### src/rtl/iso_tx_pkg.sv
package iso_tx_pkg;
  typedef enum logic [1:0] {ST_IDLE, ST_HDR, ST_PAY} seq_st_e;
  localparam int LEN_LSB = 16;
  localparam int LEN_W   = 16;
endpackage

### src/rtl/iso_hdr_sel.sv
module iso_hdr_sel #(
  parameter int DW    = 32,
  parameter int SLOTS = 4,
  localparam int IW   = $clog2(SLOTS)
) (
  input  logic [SLOTS*DW-1:0] regs_i,
  input  logic [IW-1:0]       idx_i,
  output logic [DW-1:0]       hdr_o
);
  logic [DW-1:0] slot [SLOTS];
  for (genvar k = 0; k < SLOTS; k++) begin : g_slot
    assign slot[k] = regs_i[k*DW +: DW];
  end
  assign hdr_o = slot[idx_i];
endmodule

### src/rtl/iso_len_calc.sv
module iso_len_calc
  import iso_tx_pkg::*;
#(
  parameter int DW = 32,
  parameter int QW = LEN_W - 1
) (
  input  logic [DW-1:0] hdr_i,
  output logic [QW-1:0] quads_o
);
  logic [LEN_W:0] bytes_up;
  // round byte length up to whole quadlets
  assign bytes_up = {1'b0, hdr_i[LEN_LSB +: LEN_W]} + (LEN_W+1)'(3);
  assign quads_o  = bytes_up[2 +: QW];
endmodule

### src/rtl/iso_seq_ctrl.sv
module iso_seq_ctrl
  import iso_tx_pkg::*;
#(
  parameter int DW = 32,
  parameter int QW = 15,
  parameter int IW = 2
) (
  input  logic          clk_i,
  input  logic          rst_ni,
  input  logic          period_start_i,
  input  logic          iso_en_i,
  input  logic [IW-1:0] cnt_i,
  input  logic          hdr_insert_ni,
  input  logic [DW-1:0] hdr_word_i,
  input  logic [QW-1:0] quads_i,
  input  logic          dm_valid_i,
  input  logic [DW-1:0] dm_data_i,
  output logic          dm_req_o,
  output logic [IW-1:0] idx_o,
  output logic          ins_o,
  output logic          vld_o,
  output logic [DW-1:0] dat_o,
  output logic          sop_o,
  output logic          eop_o,
  output logic          busy_o,
  output logic          ovr_o
);
  seq_st_e       st_q;
  logic [IW-1:0] idx_q, last_q;
  logic [QW-1:0] rem_q;
  logic          ins_q, vld_q, sop_q, eop_q, ovr_q;
  logic [DW-1:0] dat_q;
  logic          hdr_go, pkt_done;

  assign hdr_go   = (st_q == ST_HDR) && (ins_q || dm_valid_i);
  assign pkt_done = (hdr_go && quads_i == '0) ||
                    (st_q == ST_PAY && dm_valid_i && rem_q == QW'(1));
  assign dm_req_o = (st_q == ST_PAY) || (st_q == ST_HDR && !ins_q);

  always_ff @(posedge clk_i or negedge rst_ni) begin
    if (!rst_ni) begin
      st_q   <= ST_IDLE;
      idx_q  <= '0;
      last_q <= '0;
      rem_q  <= '0;
      ins_q  <= 1'b0;
      vld_q  <= 1'b0;
      sop_q  <= 1'b0;
      eop_q  <= 1'b0;
      ovr_q  <= 1'b0;
      dat_q  <= '0;
    end else begin
      vld_q <= 1'b0;
      sop_q <= 1'b0;
      eop_q <= 1'b0;
      if (period_start_i && st_q != ST_IDLE) ovr_q <= 1'b1;
      case (st_q)
        ST_IDLE: if (period_start_i && iso_en_i) begin
          idx_q  <= '0;
          last_q <= cnt_i;
          ins_q  <= !hdr_insert_ni;
          st_q   <= ST_HDR;
        end
        ST_HDR: if (hdr_go) begin
          vld_q <= 1'b1;
          dat_q <= hdr_word_i;
          sop_q <= 1'b1;
          eop_q <= (quads_i == '0);
          rem_q <= quads_i;
          st_q  <= ST_PAY;
        end
        ST_PAY: if (dm_valid_i) begin
          vld_q <= 1'b1;
          dat_q <= dm_data_i;
          eop_q <= (rem_q == QW'(1));
          rem_q <= rem_q - QW'(1);
        end
        default: st_q <= ST_IDLE;
      endcase
      // step to next header slot or finish burst
      if (pkt_done) begin
        if (idx_q == last_q) st_q <= ST_IDLE;
        else begin
          idx_q <= idx_q + IW'(1);
          st_q  <= ST_HDR;
        end
      end
    end
  end

  assign idx_o  = idx_q;
  assign ins_o  = ins_q;
  assign vld_o  = vld_q;
  assign dat_o  = dat_q;
  assign sop_o  = sop_q;
  assign eop_o  = eop_q;
  assign busy_o = (st_q != ST_IDLE);
  assign ovr_o  = ovr_q;

  AST_START_SLOT0: assert property (@(posedge clk_i) disable iff (!rst_ni)
    (st_q == ST_IDLE && period_start_i && iso_en_i) |=> (st_q == ST_HDR && idx_q == '0));
  AST_DISABLED_STAYS_IDLE: assert property (@(posedge clk_i) disable iff (!rst_ni)
    (st_q == ST_IDLE && !(period_start_i && iso_en_i)) |=> st_q == ST_IDLE);
  AST_IDX_IN_RANGE: assert property (@(posedge clk_i) disable iff (!rst_ni)
    (st_q != ST_IDLE) |-> idx_q <= last_q);
  AST_IDLE_QUIET: assert property (@(posedge clk_i) disable iff (!rst_ni)
    (st_q == ST_IDLE && $past(st_q) == ST_IDLE) |-> !vld_q);
  AST_OVR_STICKY: assert property (@(posedge clk_i) disable iff (!rst_ni)
    ovr_q |=> ovr_q);
  AST_SOP_HAS_VALID: assert property (@(posedge clk_i) disable iff (!rst_ni)
    sop_q |-> vld_q);
  AST_PAY_REMAINING: assert property (@(posedge clk_i) disable iff (!rst_ni)
    (st_q == ST_PAY) |-> rem_q != '0);
  AST_PAY_STALL_HOLDS: assert property (@(posedge clk_i) disable iff (!rst_ni)
    (st_q == ST_PAY && !dm_valid_i) |=> (!vld_q && $stable(rem_q)));
endmodule

### src/rtl/iso_burst_tx.sv
module iso_burst_tx
  import iso_tx_pkg::*;
#(
  parameter int DW    = 32,
  parameter int SLOTS = 4,
  localparam int IW   = $clog2(SLOTS),
  localparam int QW   = LEN_W - 1
) (
  input  logic              clk_i,
  input  logic              rst_ni,
  input  logic              period_start_i,
  input  logic              iso_tx_en_i,
  input  logic [IW-1:0]     chan_cnt_i,
  input  logic              hdr_insert_ni,
  input  logic [SLOTS*DW-1:0] hdr_regs_i,
  output logic              dm_req_o,
  input  logic              dm_valid_i,
  input  logic [DW-1:0]     dm_data_i,
  output logic              pkt_valid_o,
  output logic [DW-1:0]     pkt_data_o,
  output logic              pkt_sop_o,
  output logic              pkt_eop_o,
  output logic              busy_o,
  output logic              overrun_o
);
  logic [IW-1:0] idx;
  logic          ins;
  logic [DW-1:0] reg_hdr, hdr_word;
  logic [QW-1:0] quads;

  iso_hdr_sel #(.DW(DW), .SLOTS(SLOTS)) u_hdr_sel (
    .regs_i (hdr_regs_i),
    .idx_i  (idx),
    .hdr_o  (reg_hdr)
  );

  assign hdr_word = ins ? reg_hdr : dm_data_i;

  iso_len_calc #(.DW(DW), .QW(QW)) u_len (
    .hdr_i   (hdr_word),
    .quads_o (quads)
  );

  iso_seq_ctrl #(.DW(DW), .QW(QW), .IW(IW)) u_ctrl (
    .clk_i          (clk_i),
    .rst_ni         (rst_ni),
    .period_start_i (period_start_i),
    .iso_en_i       (iso_tx_en_i),
    .cnt_i          (chan_cnt_i),
    .hdr_insert_ni  (hdr_insert_ni),
    .hdr_word_i     (hdr_word),
    .quads_i        (quads),
    .dm_valid_i     (dm_valid_i),
    .dm_data_i      (dm_data_i),
    .dm_req_o       (dm_req_o),
    .idx_o          (idx),
    .ins_o          (ins),
    .vld_o          (pkt_valid_o),
    .dat_o          (pkt_data_o),
    .sop_o          (pkt_sop_o),
    .eop_o          (pkt_eop_o),
    .busy_o         (busy_o),
    .ovr_o          (overrun_o)
  );
endmodule

### config.mk
export PLATFORM = sky130hd
export DESIGN_NAME = iso_burst_tx
export DESIGN_NICKNAME = d
export VERILOG_FILES = /design/src/rtl/iso_tx_pkg.sv /design/src/rtl/iso_hdr_sel.sv /design/src/rtl/iso_len_calc.sv /design/src/rtl/iso_seq_ctrl.sv /design/src/rtl/iso_burst_tx.sv
export SDC_FILE = /design/constraint.sdc
export NUM_CORES = 1
export LEC_CHECK = 0
export BUFFER_PORTS_ARGS = -buffer_cell sky130_fd_sc_hd__buf_2
export CAP_MARGIN = 0
export CORE_MARGIN = 2
export CORE_UTILIZATION = 30
export DETAILED_ROUTE_END_ITERATION = 6
export SETUP_SLACK_MARGIN = 0.5
export SLEW_MARGIN = 20
export SYNTH_ARGS = -nofsm -noshare
export SYNTH_HDL_FRONTEND = slang
export SYNTH_SLANG_ARGS = --single-unit
### constraint.sdc
create_clock -name clk_i -period 2.7 [get_ports clk_i]
set_input_delay 0.54 -clock clk_i [delete_from_list [all_inputs] [get_ports clk_i]]
set_output_delay 0.54 -clock clk_i [all_outputs]
set_load 0.01 [all_outputs]
==> results.md <==
* Met2 Use GR at 0.357
* CP arrival at roughly 3300 ps
* Met1 Use GR at 0.234
* Seq cells post-synth at 58
* Compound-Gate Fraction of Synth Area at 0.156
* Cts bufs inserted at 9
* Busiest layer in global routing: met2
* Crit path cell chain: mux4_2 -> o211a_4 -> o211ai_4 -> nor3_4 -> or4b_4 -> o41ai_4 -> nand2_2 -> a31o_1
* Critical path origin: u_ctrl.idx_o[0]
* Unrepaired setup endpoints after global routing: yes
* Mapped Nets at between 600 and 700
* Core Area at between 10000 and 15000 um^2
* Simple-Gate Fraction of Synth Area at 0.146
* Reg-to-reg startpoint: u_ctrl.idx_o[0]
* CP max stage cell: mux4_2
* I/O pins at a little over 200
* Fmax at approximately 330 MHz
* Dpl cell area at 5850 um^2
* CP Class: flip-flop to flip-flop
* First-pass GRT wire length at 23600 um
* Failing checks: setup timing
* Pwr dens at 891 nW/um^2
* Post-synthesis mux area share at 0.280
* CTS Buffer Depth at 2
* Slew Limit Fails at 0
* Vias/cell at about 5.2
* FFs w/ async S/R, synth at 1.00
* Ant diodes at 0
* Routed wire length per instance at approximately 17 um
* Register area share after synthesis at 0.337
* EDFF count, synth at 0
* Nets at ~850
* Starting density of the core at 0.309
* Initial antenna violation count at 0
* Number of DRC markers in iteration 0 at 157
* Min-Delay Path Class: primary input to async pin
* Crit end category: flip-flop
* Endpoints failing hold at 0
* Peak supply drop at roughly 0.42 mV
* CP peak stage delay at 580 ps
* CP Max Fanout at 8
* CP delay by family, top: compound AO/OA/AOI/OAI gates
* Syn Area/Cell at 9.95 um^2
* Mapped Cells at between 400 and 500
* Drt first pass iters at 4
* CP Data Required Time at 2920 ps
* Rows at between 40 and 50
* Clock Skews at ~7.0 ps
* Die area at around 15000 um^2
* Finished layout cell area at 6350 um^2
* Clock latency on the worst-skew pair at 330 ps
* Unique masters post-synth at 53
* GR Util met3 at 0.0517
* Ys Warns at 0
* Fin crit share at 1.13
* Clk root buf: clkbuf_16
* Post-Synth Adder-Cell Area at 0.0174
* FILL cells at between 1000 and 1500
* HPWL after detailed placement at 11900 um
* CTS tree: yes
* Final setup fails at 5
* Clk sinks at 58
* Final Wtd Congestion at 0.891
* Worst-margin pin slew at ~550 ps
* P&R area growth vs syn at 47.3%
* IO buf count at 205
* Total track usage at 0.201
* Hold-fix buffers, CTS at 0
* DIE HEIGHT at roughly 120 um
* Chip Width at ~120 um
* Main combinational cell family by area after synthesis: multiplexers
* Post-layout util at 0.456
* Buf+Inv Stages, Crit Path at 0
* Max Cap Violations at 0
* Fin worst setup slack at -353 ps
* Largest net degree at the start of global routing at between 50 and 60
* Overflow after GRT at 0
* Ys flop type: dfrtp_1
* XOR/XNOR Fraction of Synth Area at 0.0224
* Reg clk slew, reported paths at 60 ps
* H-tree lvl count at 3
* Slew margin rel. at 0.628
* DRC at 0
* Run status: finished with violations
* Total number of vias at 4496
* Final WL at 14800 um
* ANT nets after route at 0
* Worst hold margin at 185 ps
* Cell Area, Synth at 4310 um^2
* Vias in the first global route at 4770
* Share of post-route cells with drive strength above 1 at 0.510
* Fin crit period at slightly above 3000 ps
* Place WS at -471 ps
* CP startpoint kind: flip-flop
* Leak pwr at ~3.0 nW
Yosys cell counts (2+ instances only):
master | number | share of area
a211oi_1 | 2 | 0.0035
a21boi_0 | 3 | 0.0052
a21oi_1 | 12 | 0.014
a221oi_1 | 7 | 0.014
and2_1 | 2 | 0.0029
buf_1 | 6 | 0.0052
buf_2 | 2 | 0.0023
buf_6 | 2 | 0.0052
clkbuf_1 | 19 | 0.017
dfrtp_1 | 58 | 0.34
ha_1 | 6 | 0.017
inv_1 | 13 | 0.011
mux2_2 | 5 | 0.013
mux2i_1 | 39 | 0.091
mux4_2 | 32 | 0.17
nand2_1 | 49 | 0.043
nand2b_1 | 6 | 0.0087
nand3_1 | 16 | 0.019
nand4_1 | 3 | 0.0044
nor2_1 | 32 | 0.028
nor2b_1 | 2 | 0.0029
nor3_1 | 8 | 0.0093
nor3b_1 | 2 | 0.0035
nor4_1 | 6 | 0.0087
o21ai_0 | 54 | 0.063
o22a_1 | 3 | 0.0061
o22ai_1 | 4 | 0.0058
o311ai_0 | 3 | 0.0061
o31ai_1 | 3 | 0.0052
or4b_2 | 2 | 0.0046
xnor2_1 | 6 | 0.012
xor2_1 | 5 | 0.010
worst paths after layout:
kind | to | slack [ps] | cells after the start
setup reg to reg | u_ctrl.idx_o[1] | -350 | 8
setup / recovery | u_ctrl.idx_o[1] | -350 | 8
hold / removal | u_ctrl.dat_o[23] | 190 | 1
min in group clk_i | u_ctrl.ins_o | 400 | 2
max in group asynchronous | u_ctrl.idx_o[0] | 1900 | 2
hold reg to reg | u_ctrl.ovr_o | 460 | 1
routing by layer:
metal / share of wire / wire [um]
met5: 0 / 0
met4: 0.026 / 383
met3: 0.070 / 1040
met2: 0.52 / 7610
met1: 0.39 / 5740
power breakdown:
group | total, W | leakage, nW | switching (W) | internal [W]
clock network | 0.00105 | 0.131 | 0.000413 | 0.000640
registers | 0.00161 | 0.707 | 0.000322 | 0.00129
logic | 0.00299 | 2.12 | 0.00166 | 0.00133
total | 0.00565 | 2.96 | 0.00239 | 0.00326
layout make-up:
type	instances	area, um^2	area share
Tap cell	180	225	0.0355
Multi-Input combinational cell	332	2840	0.447
Inverter	14	52.6	0.00828
Timing Repair Buffer	259	1510	0.237
Sequential cell	58	1450	0.229
Clock buffer	11	243	0.0382
Clock inverter	5	30.0	0.00473
placed cells by master (no fill, tap or decap), drive strengths merged, types with 3 or more instances in the layout:
cell / Yosys / layout
mux2: 5 / 5
a21oi: 12 / 12
mux2i: 40 / 40
nand2: 50 / 50
dfrtp: 58 / 58
a221oi: 7 / 7
o22ai: 4 / 4
o311ai: 3 / 3
nand2b: 6 / 6
nor4: 6 / 6
o21ai: 54 / 54
a21boi: 3 / 3
inv: 13 / 13
nand4: 3 / 3
or4b: 3 / 3
buf: 10 / 259
clkbuf: 19 / 11
mux4: 33 / 33
xor2: 5 / 5
nor2: 32 / 32
o22a: 3 / 3
o31ai: 3 / 3
nand3: 16 / 16
ha: 6 / 6
nor3: 9 / 9
xnor2: 6 / 6
clkinv: 1 / 4
registers in the layout, summed over array words and instances (netlist names):
signal         count
u_ctrl.dat_o      32
u_ctrl.eop_o       1
u_ctrl.idx_o       2
u_ctrl.ins_o       1
u_ctrl.last_q      2
u_ctrl.ovr_o       1
u_ctrl.rem_q      15
u_ctrl.sop_o       1
u_ctrl.st_q        2
u_ctrl.vld_o       1
cells by family (layout without fill, tap and decap cells):
logic type,after synthesis,in the layout
flip-flops,58,58
XOR/XNOR,11,11
adder cells (fa/ha/maj),6,6
AND/OR/NAND/NOR,134,134
buffers and inverters,43,289
multiplexers,78,78
AO/OA/AOI/OAI,103,103
what timing repair did:
action,in CTS,in global routing
setup endpoints to repair,29,34
pin swaps,10,2
cloned,0,0
resized for setup,19,18
buffers inserted,5,2
stage by stage:
step	TNS (ps)	total power, W	instances
after floorplan	-286	0.00330	433
after global placement	-1380	0.00433	836
after detailed placement	-1680	0.00442	836
after CTS	-1350	0.00556	857
after global routing	-2260	0.00608	859
final	-1420	0.00565	859
(Power assumes the default switching activity.)
